### src/rtl/iqf_pkg.sv
`timescale 1ns/1ps
package iqf_pkg;
  localparam int MAX_PERIOD = 8;
  localparam int PH_W = $clog2(MAX_PERIOD);

  // number of system clocks per serial bit for a rate code
  function automatic int bit_period(input logic [1:0] code);
    return 1 << code;
  endfunction
endpackage

### src/rtl/iqf_fmt.sv
`timescale 1ns/1ps
module iqf_fmt #(
  parameter int W = 12
) (
  input  logic [W-1:0] din,
  input  logic         offset_bin,
  output logic [W-1:0] dout
);
  // offset binary = two's complement with the sign bit flipped
  always_comb begin
    dout = din;
    if (offset_bin) dout[W-1] = ~din[W-1];
  end
endmodule

### src/rtl/iqf_bitclk.sv
`timescale 1ns/1ps
module iqf_bitclk
  import iqf_pkg::*;
(
  input  logic       clk,
  input  logic       rst_n,
  input  logic       run,
  input  logic [1:0] rate,
  input  logic       clk_fall,
  output logic       bit_end,
  output logic       ser_clk
);
  logic [PH_W-1:0] ph;
  int              per;

  always_comb per = bit_period(rate);

  assign bit_end = run && (int'(ph) == per - 1);

  always_ff @(posedge clk) begin
    if (!rst_n)              ph <= '0;
    else if (!run || bit_end) ph <= '0;
    else                     ph <= ph + 1'b1;
  end

  always_comb begin
    if (!run)          ser_clk = ~clk_fall;
    else if (per == 1) ser_clk = clk_fall ? clk : ~clk;
    else               ser_clk = (int'(ph) < per / 2) ? clk_fall : ~clk_fall;
  end

  assert_phase_idle_R4: assert property (@(posedge clk) disable iff (!rst_n)
    !run |=> ph == '0);
  assert_phase_bound_R4: assert property (@(posedge clk) disable iff (!rst_n)
    run |-> int'(ph) < per);
endmodule

### src/rtl/iqf_par_reg.sv
`timescale 1ns/1ps
module iqf_par_reg #(
  parameter int W = 12
) (
  input  logic         clk,
  input  logic         rst_n,
  input  logic         take,
  input  logic [W-1:0] in_i,
  input  logic [W-1:0] in_q,
  output logic [W-1:0] par_i,
  output logic [W-1:0] par_q,
  output logic         rdy
);
  always_ff @(posedge clk) begin
    if (!rst_n) begin
      par_i <= '0;
      par_q <= '0;
      rdy   <= 1'b0;
    end else begin
      rdy <= take;
      if (take) begin
        par_i <= in_i;
        par_q <= in_q;
      end
    end
  end

  assert_par_hold_R1: assert property (@(posedge clk) disable iff (!rst_n)
    !take |=> $stable(par_i) && $stable(par_q) && !rdy);
endmodule

### src/rtl/iqf_serializer.sv
`timescale 1ns/1ps
module iqf_serializer #(
  parameter int W = 12
) (
  input  logic         clk,
  input  logic         rst_n,
  input  logic         take,
  input  logic [W-1:0] in_i,
  input  logic [W-1:0] in_q,
  input  logic         iq_seq,
  input  logic         msb_first,
  input  logic         bit_end,
  output logic         busy,
  output logic         ser_a,
  output logic         ser_b,
  output logic         rdy,
  output logic         ovf
);
  localparam int CW = $clog2(2 * W) + 1;
  localparam int IW = $clog2(W);

  logic [W-1:0]  cur_i, cur_q, hold_i, hold_q;
  logic          hold_full;
  logic [CW-1:0] bcnt, last_idx, q_idx;
  logic          last_bit;

  function automatic logic pick(input logic [W-1:0] word, input logic [CW-1:0] idx,
                                input logic msb);
    logic [IW-1:0] k;
    k = msb ? (IW'(W - 1) - idx[IW-1:0]) : idx[IW-1:0];
    return word[k];
  endfunction

  assign last_idx = iq_seq ? CW'(2 * W - 1) : CW'(W - 1);
  assign last_bit = bit_end && (bcnt == last_idx);
  assign q_idx    = bcnt - CW'(W);

  always_ff @(posedge clk) begin
    if (!rst_n) begin
      busy      <= 1'b0;
      bcnt      <= '0;
      cur_i     <= '0;
      cur_q     <= '0;
      hold_i    <= '0;
      hold_q    <= '0;
      hold_full <= 1'b0;
      ovf       <= 1'b0;
    end else if (!busy) begin
      if (take) begin
        cur_i <= in_i;
        cur_q <= in_q;
        busy  <= 1'b1;
        bcnt  <= '0;
      end
    end else if (last_bit) begin
      bcnt <= '0;
      if (hold_full) begin
        cur_i     <= hold_i;
        cur_q     <= hold_q;
        hold_full <= take;
        if (take) begin
          hold_i <= in_i;
          hold_q <= in_q;
        end
      end else if (take) begin
        cur_i <= in_i;
        cur_q <= in_q;
      end else begin
        busy <= 1'b0;
      end
    end else begin
      if (bit_end) bcnt <= bcnt + 1'b1;
      if (take) begin
        if (hold_full) ovf <= 1'b1;
        else begin
          hold_i    <= in_i;
          hold_q    <= in_q;
          hold_full <= 1'b1;
        end
      end
    end
  end

  always_comb begin
    ser_a = 1'b0;
    ser_b = 1'b0;
    if (busy) begin
      if (iq_seq) begin
        ser_a = (bcnt < CW'(W)) ? pick(cur_i, bcnt, msb_first) : pick(cur_q, q_idx, msb_first);
      end else begin
        ser_a = pick(cur_i, bcnt, msb_first);
        ser_b = pick(cur_q, bcnt, msb_first);
      end
    end
  end

  assign rdy = busy && (bcnt == '0);

  assert_hold_needs_busy_R10: assert property (@(posedge clk) disable iff (!rst_n)
    hold_full |-> busy);
  assert_no_overflow_clear_R11: assert property (@(posedge clk) disable iff (!rst_n)
    ovf |=> ovf);
  assert_lines_hold_in_bit_R7: assert property (@(posedge clk) disable iff (!rst_n)
    busy && !bit_end |=> $stable(ser_a) && $stable(ser_b));
  assert_rdy_on_start_R8: assert property (@(posedge clk) disable iff (!rst_n)
    $rose(busy) |-> rdy);
  assert_idx_range_R6: assert property (@(posedge clk) disable iff (!rst_n)
    busy |-> bcnt <= last_idx);
endmodule

### src/rtl/iq_out_fmt.sv
`timescale 1ns/1ps
module iq_out_fmt #(
  parameter int DATA_W = 12
) (
  input  logic              clk,
  input  logic              rst_n,
  input  logic              cfg_serial,
  input  logic [1:0]        cfg_rate,
  input  logic              cfg_iq_seq,
  input  logic              cfg_msb_first,
  input  logic              cfg_offset_bin,
  input  logic              cfg_rdy_low,
  input  logic              cfg_clk_fall,
  input  logic              in_valid,
  input  logic [DATA_W-1:0] in_i,
  input  logic [DATA_W-1:0] in_q,
  output logic [DATA_W-1:0] par_i,
  output logic [DATA_W-1:0] par_q,
  output logic              ser_a,
  output logic              ser_b,
  output logic              ser_clk,
  output logic              data_rdy,
  output logic              overflow
);
  localparam int LANES = 2;

  logic [DATA_W-1:0] raw  [LANES];
  logic [DATA_W-1:0] fmtd [LANES];
  logic take_par, take_ser, busy, bit_end, rdy_par, rdy_ser, rdy_active;

  assign raw[0] = in_i;
  assign raw[1] = in_q;

  for (genvar g = 0; g < LANES; g++) begin : g_lane
    iqf_fmt #(.W(DATA_W)) u_fmt (
      .din(raw[g]), .offset_bin(cfg_offset_bin), .dout(fmtd[g])
    );
  end

  assign take_par = in_valid && !cfg_serial;
  assign take_ser = in_valid && cfg_serial;

  iqf_par_reg #(.W(DATA_W)) u_par (
    .clk(clk), .rst_n(rst_n), .take(take_par),
    .in_i(fmtd[0]), .in_q(fmtd[1]),
    .par_i(par_i), .par_q(par_q), .rdy(rdy_par)
  );

  iqf_bitclk u_bclk (
    .clk(clk), .rst_n(rst_n), .run(busy), .rate(cfg_rate),
    .clk_fall(cfg_clk_fall), .bit_end(bit_end), .ser_clk(ser_clk)
  );

  iqf_serializer #(.W(DATA_W)) u_ser (
    .clk(clk), .rst_n(rst_n), .take(take_ser),
    .in_i(fmtd[0]), .in_q(fmtd[1]),
    .iq_seq(cfg_iq_seq), .msb_first(cfg_msb_first), .bit_end(bit_end),
    .busy(busy), .ser_a(ser_a), .ser_b(ser_b), .rdy(rdy_ser), .ovf(overflow)
  );

  assign rdy_active = cfg_serial ? rdy_ser : rdy_par;
  assign data_rdy   = rdy_active ^ cfg_rdy_low;

  assert_idle_lines_R13: assert property (@(posedge clk) disable iff (!rst_n)
    !busy |-> !ser_a && !ser_b);
  assert_single_path_R1: assert property (@(posedge clk) disable iff (!rst_n)
    !(rdy_par && rdy_ser));
endmodule

### config.mk
export PLATFORM = sky130hd
export DESIGN_NAME = iq_out_fmt
export DESIGN_NICKNAME = d
export VERILOG_FILES = /design/src/rtl/iqf_pkg.sv /design/src/rtl/iqf_fmt.sv /design/src/rtl/iqf_bitclk.sv /design/src/rtl/iqf_par_reg.sv /design/src/rtl/iqf_serializer.sv /design/src/rtl/iq_out_fmt.sv
export SDC_FILE = /design/constraint.sdc
export NUM_CORES = 1
export LEC_CHECK = 0
export ABC_AREA = 1
export ABC_CLOCK_PERIOD_IN_PS = 3480
export BUFFER_PORTS_ARGS = -buffer_cell sky130_fd_sc_hd__buf_4
export CORE_ASPECT_RATIO = 1.2
export CORE_MARGIN = 3
export CORE_UTILIZATION = 50
export CTS_CLUSTER_SIZE = 40
export DETAILED_ROUTE_END_ITERATION = 7
export PLACE_DENSITY_LB_ADDON = 0.1
export SETUP_SLACK_MARGIN = 0.5
export SYNTH_ARGS = -nofsm -noshare
export SYNTH_HDL_FRONTEND = slang
export SYNTH_SLANG_ARGS = --single-unit
### constraint.sdc
create_clock -name clk -period 3.48 [get_ports clk]
set_input_delay 0.174 -clock clk [delete_from_list [all_inputs] [get_ports clk]]
set_output_delay 0.174 -clock clk [all_outputs]
set_load 0.03 [all_outputs]
== After elaboration in Yosys (flattened, before gate mapping) ==
Cells that the tools add are included.
Cells by class
  add/sub/neg operators: 7
  order comparisons: 4
  equality and inequality tests: 8
  shift-type cells: 1
  multiplexer cells: 50
  bitwise logic cells: 8
  reductions and logical operators: 16
Operators with widths (number)
  two-way mux 12 bit: 18
  adder 32 x 1 -> 32 bit: 1
  == test 32 x 2 -> 1 bit, second input constant: 1
  == test 4 x 32 -> 1 bit: 1
  < comparator 4 x 32 -> 1 bit: 1
  << shifter 1 x 2 -> 32 bit, first input constant: 1
  subtractor 32 x 2 -> 32 bit, second input constant: 1
  two-way mux 6 bit: 4
  two-way mux 1 bit: 22
  binary-select mux 1 bit (select 4 bit): 3
  < comparator 4 x 5 -> 1 bit, second input constant: 2
  two-way mux 4 bit: 2
  subtractor 4 bit, first input constant: 2
  adder 6 x 1 -> 6 bit, second input constant: 1
  == test 6 x 5 -> 1 bit: 1
  zero test 6 bit: 1
  < comparator 6 x 4 -> 1 bit, second input constant: 1
  NOT 1 bit: 6
  logical AND 1 bit: 5
  two-way mux 5 bit: 1
  AND reduction 5 bit: 1
  inequality test 2 x 1 -> 1 bit, second input constant: 2
  inequality test 2 bit, second input constant: 2
  AND reduction 2 bit: 2
  other kinds (10): 12
Word-level totals
  register bits: 85
  output and inout port bits: 29

== Longest topological paths before layout ==
Gate-level depths: netlist of the first run.
  depth after elaboration: 8
  gate-level depth with buffers: 13
  depth with buffers taken out: 11

== By module ==
Synthesis of the first run repeated with hierarchy kept, for this count alone.
Unflattened totals
  cell total of the unflattened synthesis: 716
  area, all modules: 4608.2 µm²
Modules (own cells, without submodules)
  iqf_serializer: instances 1, cells an instance 464, area an instance 3030.4 µm²
  iqf_par_reg: instances 1, cells an instance 155, area an instance 1003.5 µm²
  iqf_bitclk: instances 1, cells an instance 50, area an instance 312.8 µm²
  iqf_fmt: instances 2, cells an instance 16, area an instance 101.3 µm²
  iq_out_fmt: instances 1, cells an instance 15, area an instance 58.8 µm²

==> impl_metrics.csv, run 1 <==
group,metric,value,unit
status,status,"completed",
floorplan,die_h,107,µm
worst_setup_path,path_delay_family,"buffers and inverters",
cells_and_area,layout_common_cells,"146 x nand2_1, 94 x o21ai_0, 84 x dfxtp_1",
logic_synthesis,ys.flop_type,"dfxtp_1",
worst_setup_path,crit_cells,7,
worst_setup_path,cp-endpoint,"ser_clk",
worst_setup_path,path_buf_inv,3,
worst_setup_path,critPathKind,"clock port to output pin",
logic_synthesis,synthMuxAreaShare,0,
global_route,antenna_found_initial,0,
sta,tightest_slew,1.08,ns
sta,rsz0062_at_grt,"false",
cells_and_area,num_antenna_cells,0,
detailed_routing,drc_errors,0,
floorplan,start_util,0.521,
logic_synthesis,synth_cells,644,
logic_synthesis,synth_top_family_by_area,"simple AND/OR/NAND/NOR gates",
logic_synthesis,synth_top_area_share,0.398,
worst_setup_path,cp-startpoint,"clk",
worst_setup_path,cp-end-kind,"output pin",
logic_synthesis,yosysWarnings,0,
power,ir_worst_vdd,0.314,mV
detailed_routing,num_vias,4110,
logic_synthesis,ys_seq_elements,85,
clock_network,postCtsSetupBuffers,0,
cells_and_area,seq_area,1700,µm²
sta,skew,0.00802,ns
floorplan,fp-row-count,36,
detailed_routing,routed_wirelength,10400,µm
logic_synthesis,synth.avg_cell_area,6.63,µm²
global_route,grt_start_max_net_pins,75,
worst_setup_path,worst_path_largest_cell_delay,0.17,ns
sta,setup_tns,0,ns
global_route,grt_pass1_vias,3780,
logic_synthesis,synth-edff-count,0,
worst_setup_path,r2r_slack,0.95,ns
cells_and_area,syn_to_final_growth,22.3,%
logic_synthesis,synth_area,4270,µm²
worst_setup_path,critical_path_arrival,2.55,ns
logic_synthesis,synthAdderAreaFrac,0.0205,
sta,worst_slack,0.751,ns
worst_setup_path,reg2regPathDepth,10,
clock_network,clk_latency,0.46,ns
worst_setup_path,cpMaxStageDelayCell,"xor2_1",
sta,max-slew-margin-rel,0.278,
cells_and_area,multi_input_area,2100,µm²
cells_and_area,fill_cells,787,
global_route,grt_first_pass_wirelength,17300,µm
floorplan,die_w,90.4,µm
place,hpwl,6830,µm
logic_synthesis,yosys.area_share.simple,0.254,
power,power.density,449,nW/µm²
power,power,2.34,mW
place,port_buffers,63,
logic_synthesis,yosys-top-cells-area,"dfxtp_1 40%, nand2_1 13%, o21ai_0 11%, inv_1 6.7%, nor2_1 6.7%",
cells_and_area,nets,752,
floorplan,fp.dieArea,9700,µm²
global_route,grt_overflow,0,
logic_synthesis,synth_seq_area_share,0.398,
place,dpl_worst_slack,0.972,ns
place,gp_routability_congestion,0.896,
clock_network,cts.reportedPaths.clkPinSlew,0.08,ns
sta,final_max_slew_viol_count,0,
sta,setup_viol,0,
worst_setup_path,cp.required,3.31,ns
detailed_routing,firstDrtPassIters,6,
detailed_routing,routedWlPerCell,12.5,µm
worst_setup_path,path_cells,"clkbuf_8 > clkbuf_8 > nor2_1 > nor2_1 > o21ai_0 > xor2_1 > buf_4",
power,leakage,2.44,nW
floorplan,core,8200,µm²
detailed_routing,drtIter0Drc,232,
detailed_routing,postRouteAntennaNets,0,
worst_setup_path,worstReg2RegEnd,"u_ser.hold_q[0]",
global_route,track_usage,0.221,
logic_synthesis,ys_types,31,
floorplan,ios,64,
detailed_routing,vias_per_cell,4.96,
logic_synthesis,synth_compound_area_frac,0.196,
clock_network,cts_tree,"built",
min_path,hold_class,"input pin to flop",
sta,hold_viol_final,0,
worst_setup_path,crit_fanout,2,
worst_setup_path,worstSetupStartpointType,"clock port",
logic_synthesis,syn_nets,686,
run,drv_cap,0,
cells_and_area,drive_above_1_share,0.140,
logic_synthesis,synth_top_area_cell,"dfxtp_1",
cells_and_area,final_common_cell,"nand2_1",
logic_synthesis,synth_xor_area_frac,0.0205,
worst_setup_path,r2r-start,"u_ser.bcnt[1]",
logic_synthesis,async_flop_share,0,
[cells in the mapped netlist (2+ instances only)]
library cell and count:
o22ai_1 2, nand3_2 2, inv_1 76, nand3_1 25, a211oi_1 2, o21ai_0 94
nor3_1 3, inv_2 2, buf_1 2, clkbuf_1 20, or2_2 8, dfxtp_1 85
buf_6 3, nor2_1 76, buf_2 10, a21oi_1 51, xor2_1 4, nand4_1 5
o211ai_1 3, xnor2_1 6, a21o_1 2, ha_1 7, nand2_1 146, nand2_2 2
o21bai_1 2
[worst min path at each step]
stage                     startpoint         endpoint  slack [ns]  cells after the start
after floorplan              in_i[0]  u_ser.hold_i[0]        0.31                      2
after global routing        in_valid        u_par.rdy        0.15                      3
final                       in_valid        u_par.rdy        0.15                      3
after detailed placement     in_i[4]  u_ser.hold_i[4]        0.41                      3
after global placement       in_i[4]  u_ser.hold_i[4]        0.41                      3
after CTS                   in_valid        u_par.rdy        0.13                      3
[area by class of cell]
| class | instances | area share |
|---|---|---|
| flip-flops and latches | 85 | 0.326 |
| repair buffers | 87 | 0.136 |
| multi-input cells | 444 | 0.402 |
| inverters | 79 | 0.0567 |
| clock buffers | 17 | 0.0397 |
| clock inverters | 3 | 0.0129 |
| well taps | 114 | 0.0273 |
[cell families (layout without fill, tap and decap cells)]
group | Yosys count | in the layout
simple gates | 267 | 267
compound gates | 160 | 160
buf+inv | 115 | 186
flops | 85 | 85
xor+xnor | 10 | 10
fa+ha+maj | 7 | 7
[repair_timing]
action                                  in CTS  in global routing
hold endpoints to repair                    42                  0
resized for setup                            0                  1
endpoints found under the setup margin       0                  1
hold buffers                                22                  0
[worst reg2reg max path, stage by stage, from the launching register on]
cell and delay (ns):
dfxtp_1 0.42, ha_1 0.20, inv_1 0.04, nor2_1 0.09, nand3_1 0.16, o21bai_2 0.25
nand3_2 0.63, buf_4 0.45, nand2_1 0.07, nand2_1 0.04, nor2_1 0.11
[layer usage]
metal,wire (µm),vias to the layer above,part of all wire,GRT usage
met5,0,-,0,0
met4,216,0,0.021,0.0952
met3,440,24,0.042,0.0573
met2,4950,93,0.48,0.377
met1,4790,1807,0.46,0.263
li1,-,2186,-,-
[where the power goes]
group | internal [mW] | leakage (nW) | total (mW) | switching, mW
registers | 1.03 | 0.697 | 1.07 | 0.0375
logic | 0.155 | 1.60 | 0.387 | 0.232
clock network | 0.522 | 0.144 | 0.888 | 0.366
total | 1.71 | 2.44 | 2.34 | 0.635
[flip-flops by register name, summed over array words and instances, names as in the netlist]
signal           cells
u_ser.hold_i        12
u_par.par_i         12
u_ser.hold_full      1
u_ser.bcnt           6
u_par.rdy            1
u_ser.busy           1
u_ser.hold_q        12
u_bclk.ph            3
u_ser.cur_q         12
u_ser.cur_i         12
u_ser.ovf            1
u_par.par_q         12
[stage by stage]
| stage | instances | util | area [µm²] | hold WS (ns) |
|---|---|---|---|---|
| 6_report | 829 | 0.638 | 5230 | 0.147 |
| 3_3_place_gp | 788 | 0.578 | 4740 | 0.407 |
| 5_1_grt | 829 | 0.638 | 5230 | 0.151 |
| 4_1_cts | 829 | 0.637 | 5230 | 0.129 |
| 3_5_place_dp | 788 | 0.578 | 4740 | 0.412 |
| 2_1_floorplan | 644 | - | 4270 | 0.309 |
(Power assumes the default switching activity.)
==> run 2: changes to the inputs <==
--- a/config.mk
+++ b/config.mk
@@ -6,7 +6,7 @@
 export NUM_CORES = 1
 export LEC_CHECK = 0
 export ABC_AREA = 1
-export ABC_CLOCK_PERIOD_IN_PS = 3480
+export ABC_CLOCK_PERIOD_IN_PS = 2550
 export BUFFER_PORTS_ARGS = -buffer_cell sky130_fd_sc_hd__buf_4
 export CORE_ASPECT_RATIO = 1.2
 export CORE_MARGIN = 3
==> constraint.sdc (replaced) <==
create_clock -name clk -period 2.55 [get_ports clk]
set_input_delay 0.1275 -clock clk [delete_from_list [all_inputs] [get_ports clk]]
set_output_delay 0.1275 -clock clk [all_outputs]
set_load 0.03 [all_outputs]
==> run 2 against run 1 <==
Register-to-register slack worse by 0.24 ns. Core utilization is 2.3 points higher. Sequential cell count stayed put. First-iteration DRC count is 28% higher. Die area stayed put. Sequential power is 36% higher. Critical endpoint unchanged. Largest cell class unchanged. Largest power group unchanged. Highest routed layer unchanged.
==> impl_metrics.csv, run 2 (synthesis results as in run 1) <==
group,metric,value,unit
worst_setup_path,cpMostUsedCell,"clkbuf_8",
sta,final_max_slew_viol_count,0,
floorplan,start_util,0.521,
cells_and_area,final_common_cell,"nand2_1",
detailed_routing,num_vias,4304,
worst_setup_path,cp-endpoint,"ser_clk",
global_route,grt_use_met3,0.0664,
worst_setup_path,cp-end-kind,"output pin",
detailed_routing,vias_per_cell,5.14,
worst_setup_path,critical_path_arrival,2.02,ns
place,port_buffers,63,
global_route,grt_start_max_net_pins,49,
detailed_routing,routedWlPerCell,12.9,µm
global_route,track_usage,0.236,
worst_setup_path,path_delay_family,"buffers and inverters",
sta,max_freq,469,MHz
global_route,antenna_found_initial,0,
sta,setup_tns,0,ns
global_route,met1_usage,0.286,
worst_setup_path,r2r_slack,0.71,ns
worst_setup_path,crit_cells,7,
global_route,grt_pass1_vias,4062,
worst_setup_path,crit_fanout,2,
sta,skew,0.00608,ns
worst_setup_path,r2r-start,"u_ser.bcnt[1]",
cells_and_area,num_antenna_cells,0,
floorplan,fp.dieArea,9700,µm²
place,hpwl,7040,µm
sta,fin_crit_sh,0.842,
clock_network,clk_latency,0.48,ns
detailed_routing,drtIter0Drc,296,
sta,tightest_slew,0.507,ns
power,power.density,576,nW/µm²
sta,hold_viol_final,0,
worst_setup_path,worstReg2RegEnd,"u_ser.hold_i[7]",
worst_setup_path,critPathKind,"clock port to output pin",
place,placement.cell_area,4780,µm²
clock_network,cts_tree,"built",
detailed_routing,routed_wirelength,10800,µm
floorplan,die_h,107,µm
cells_and_area,nets,762,
power,ir_worst_vdd,0.406,mV
cells_and_area,syn_to_final_growth,26.7,%
cells_and_area,final_area,5420,µm²
sta,period_needed,2.15,ns
sta,setup_viol,0,
detailed_routing,postRouteAntennaNets,0,
run,drv_cap,0,
cells_and_area,drive_above_1_share,0.184,
sta,rsz0062_at_grt,"true",
cells_and_area,final_core_util,0.661,
min_path,hold_class,"input pin to flop",
global_route,grt_first_pass_wirelength,18600,µm
worst_setup_path,path_cells,"clkbuf_8 > clkbuf_8 > nor2_4 > nor2_2 > o21ai_2 > xor2_2 > buf_6",
floorplan,fp-row-count,36,
worst_setup_path,worst_path_largest_cell_delay,0.16,ns
worst_setup_path,path_buf_inv,3,
detailed_routing,drc_errors,0,
worst_setup_path,cp.required,2.42,ns
floorplan,ios,64,
worst_setup_path,worstSetupStartpointType,"clock port",
worst_setup_path,cp-startpoint,"clk",
worst_setup_path,reg2regPathDepth,11,
worst_setup_path,cpMaxStageDelayCell,"xor2_2",
power,leakage,2.49,nW
place,gp_routability_congestion,0.872,
floorplan,core,8200,µm²
global_route,grt_overflow,0,
sta,max-slew-margin-rel,0.661,
detailed_routing,firstDrtPassIters,4,
global_route,busiest_layer,"met2",
cells_and_area,layout_common_cells,"140 x nand2_1, 91 x o21ai_0, 81 x dfxtp_1",
clock_network,cts.reportedPaths.clkPinSlew,0.08,ns
floorplan,die_w,90.4,µm
status,status,"completed",
global_route,grt_use_met2,0.394,
[run 2: area by class of cell]
class / instances / area, µm²
Inverter: 79 / 307
Clock inverter: 4 / 50.0
Fill cell: 767 / 2780
Sequential cell: 85 / 1720
Clock buffer: 14 / 190
Timing Repair Buffer: 95 / 779
Multi-Input combinational cell: 446 / 2230
Tap cell: 114 / 143
[run 2: power breakdown]
part	internal (mW)	switching, mW
clock	0.578	0.528
combinational	0.223	0.334
sequential	1.41	0.0512
[run 2: tightest hold or removal path: cells and delay by family]
kind,cells,cell delay [ns]
buffers and inverters,1,0.20
and+or+nand+nor,2,0.13
[run 2: metrics by stage]
step | total power [mW] | hold WS, ns | setup slack [ns] | instances
2_1_floorplan | 1.84 | 0.262 | 0.549 | 644
3_3_place_gp | 2.00 | 0.359 | 0.530 | 793
3_5_place_dp | 2.01 | 0.366 | 0.500 | 793
4_1_cts | 3.12 | 0.0112 | 0.396 | 835
5_1_grt | 3.28 | 0.0200 | 0.316 | 837
6_report | 3.12 | 0.0233 | 0.403 | 837
[run 2: layer usage]
| layer | routed length, µm | vias up | part of all wire |
|---|---|---|---|
| li1 | - | 2198 | - |
| met1 | 4850 | 1981 | 0.45 |
| met2 | 5170 | 109 | 0.48 |
| met3 | 540 | 16 | 0.050 |
| met4 | 229 | 0 | 0.021 |
| met5 | 0 | - | 0 |
[run 2: repair_timing]
action / in CTS / in global routing
hold buffers: 22 / 0
gates cloned: 1 / 1
resized for setup: 25 / 15
setup buffers: 2 / 1
setup endpoints to repair: 5 / 29
hold endpoints to repair: 44 / 0
pin swaps: 6 / 9
[run 2: how the worst min path moves through the flow]
stage	start	to	slack, ns	depth (start not counted)
floorplan	in_i[0]	u_ser.hold_i[0]	0.26	2
global placement	in_i[3]	u_ser.hold_i[3]	0.36	3
detailed placement	in_i[3]	u_ser.hold_i[3]	0.37	3
CTS	rst_n	u_ser.hold_q[3]	0.01	3
global route	rst_n	u_ser.hold_q[3]	0.02	3
finish	rst_n	u_ser.hold_q[3]	0.02	3
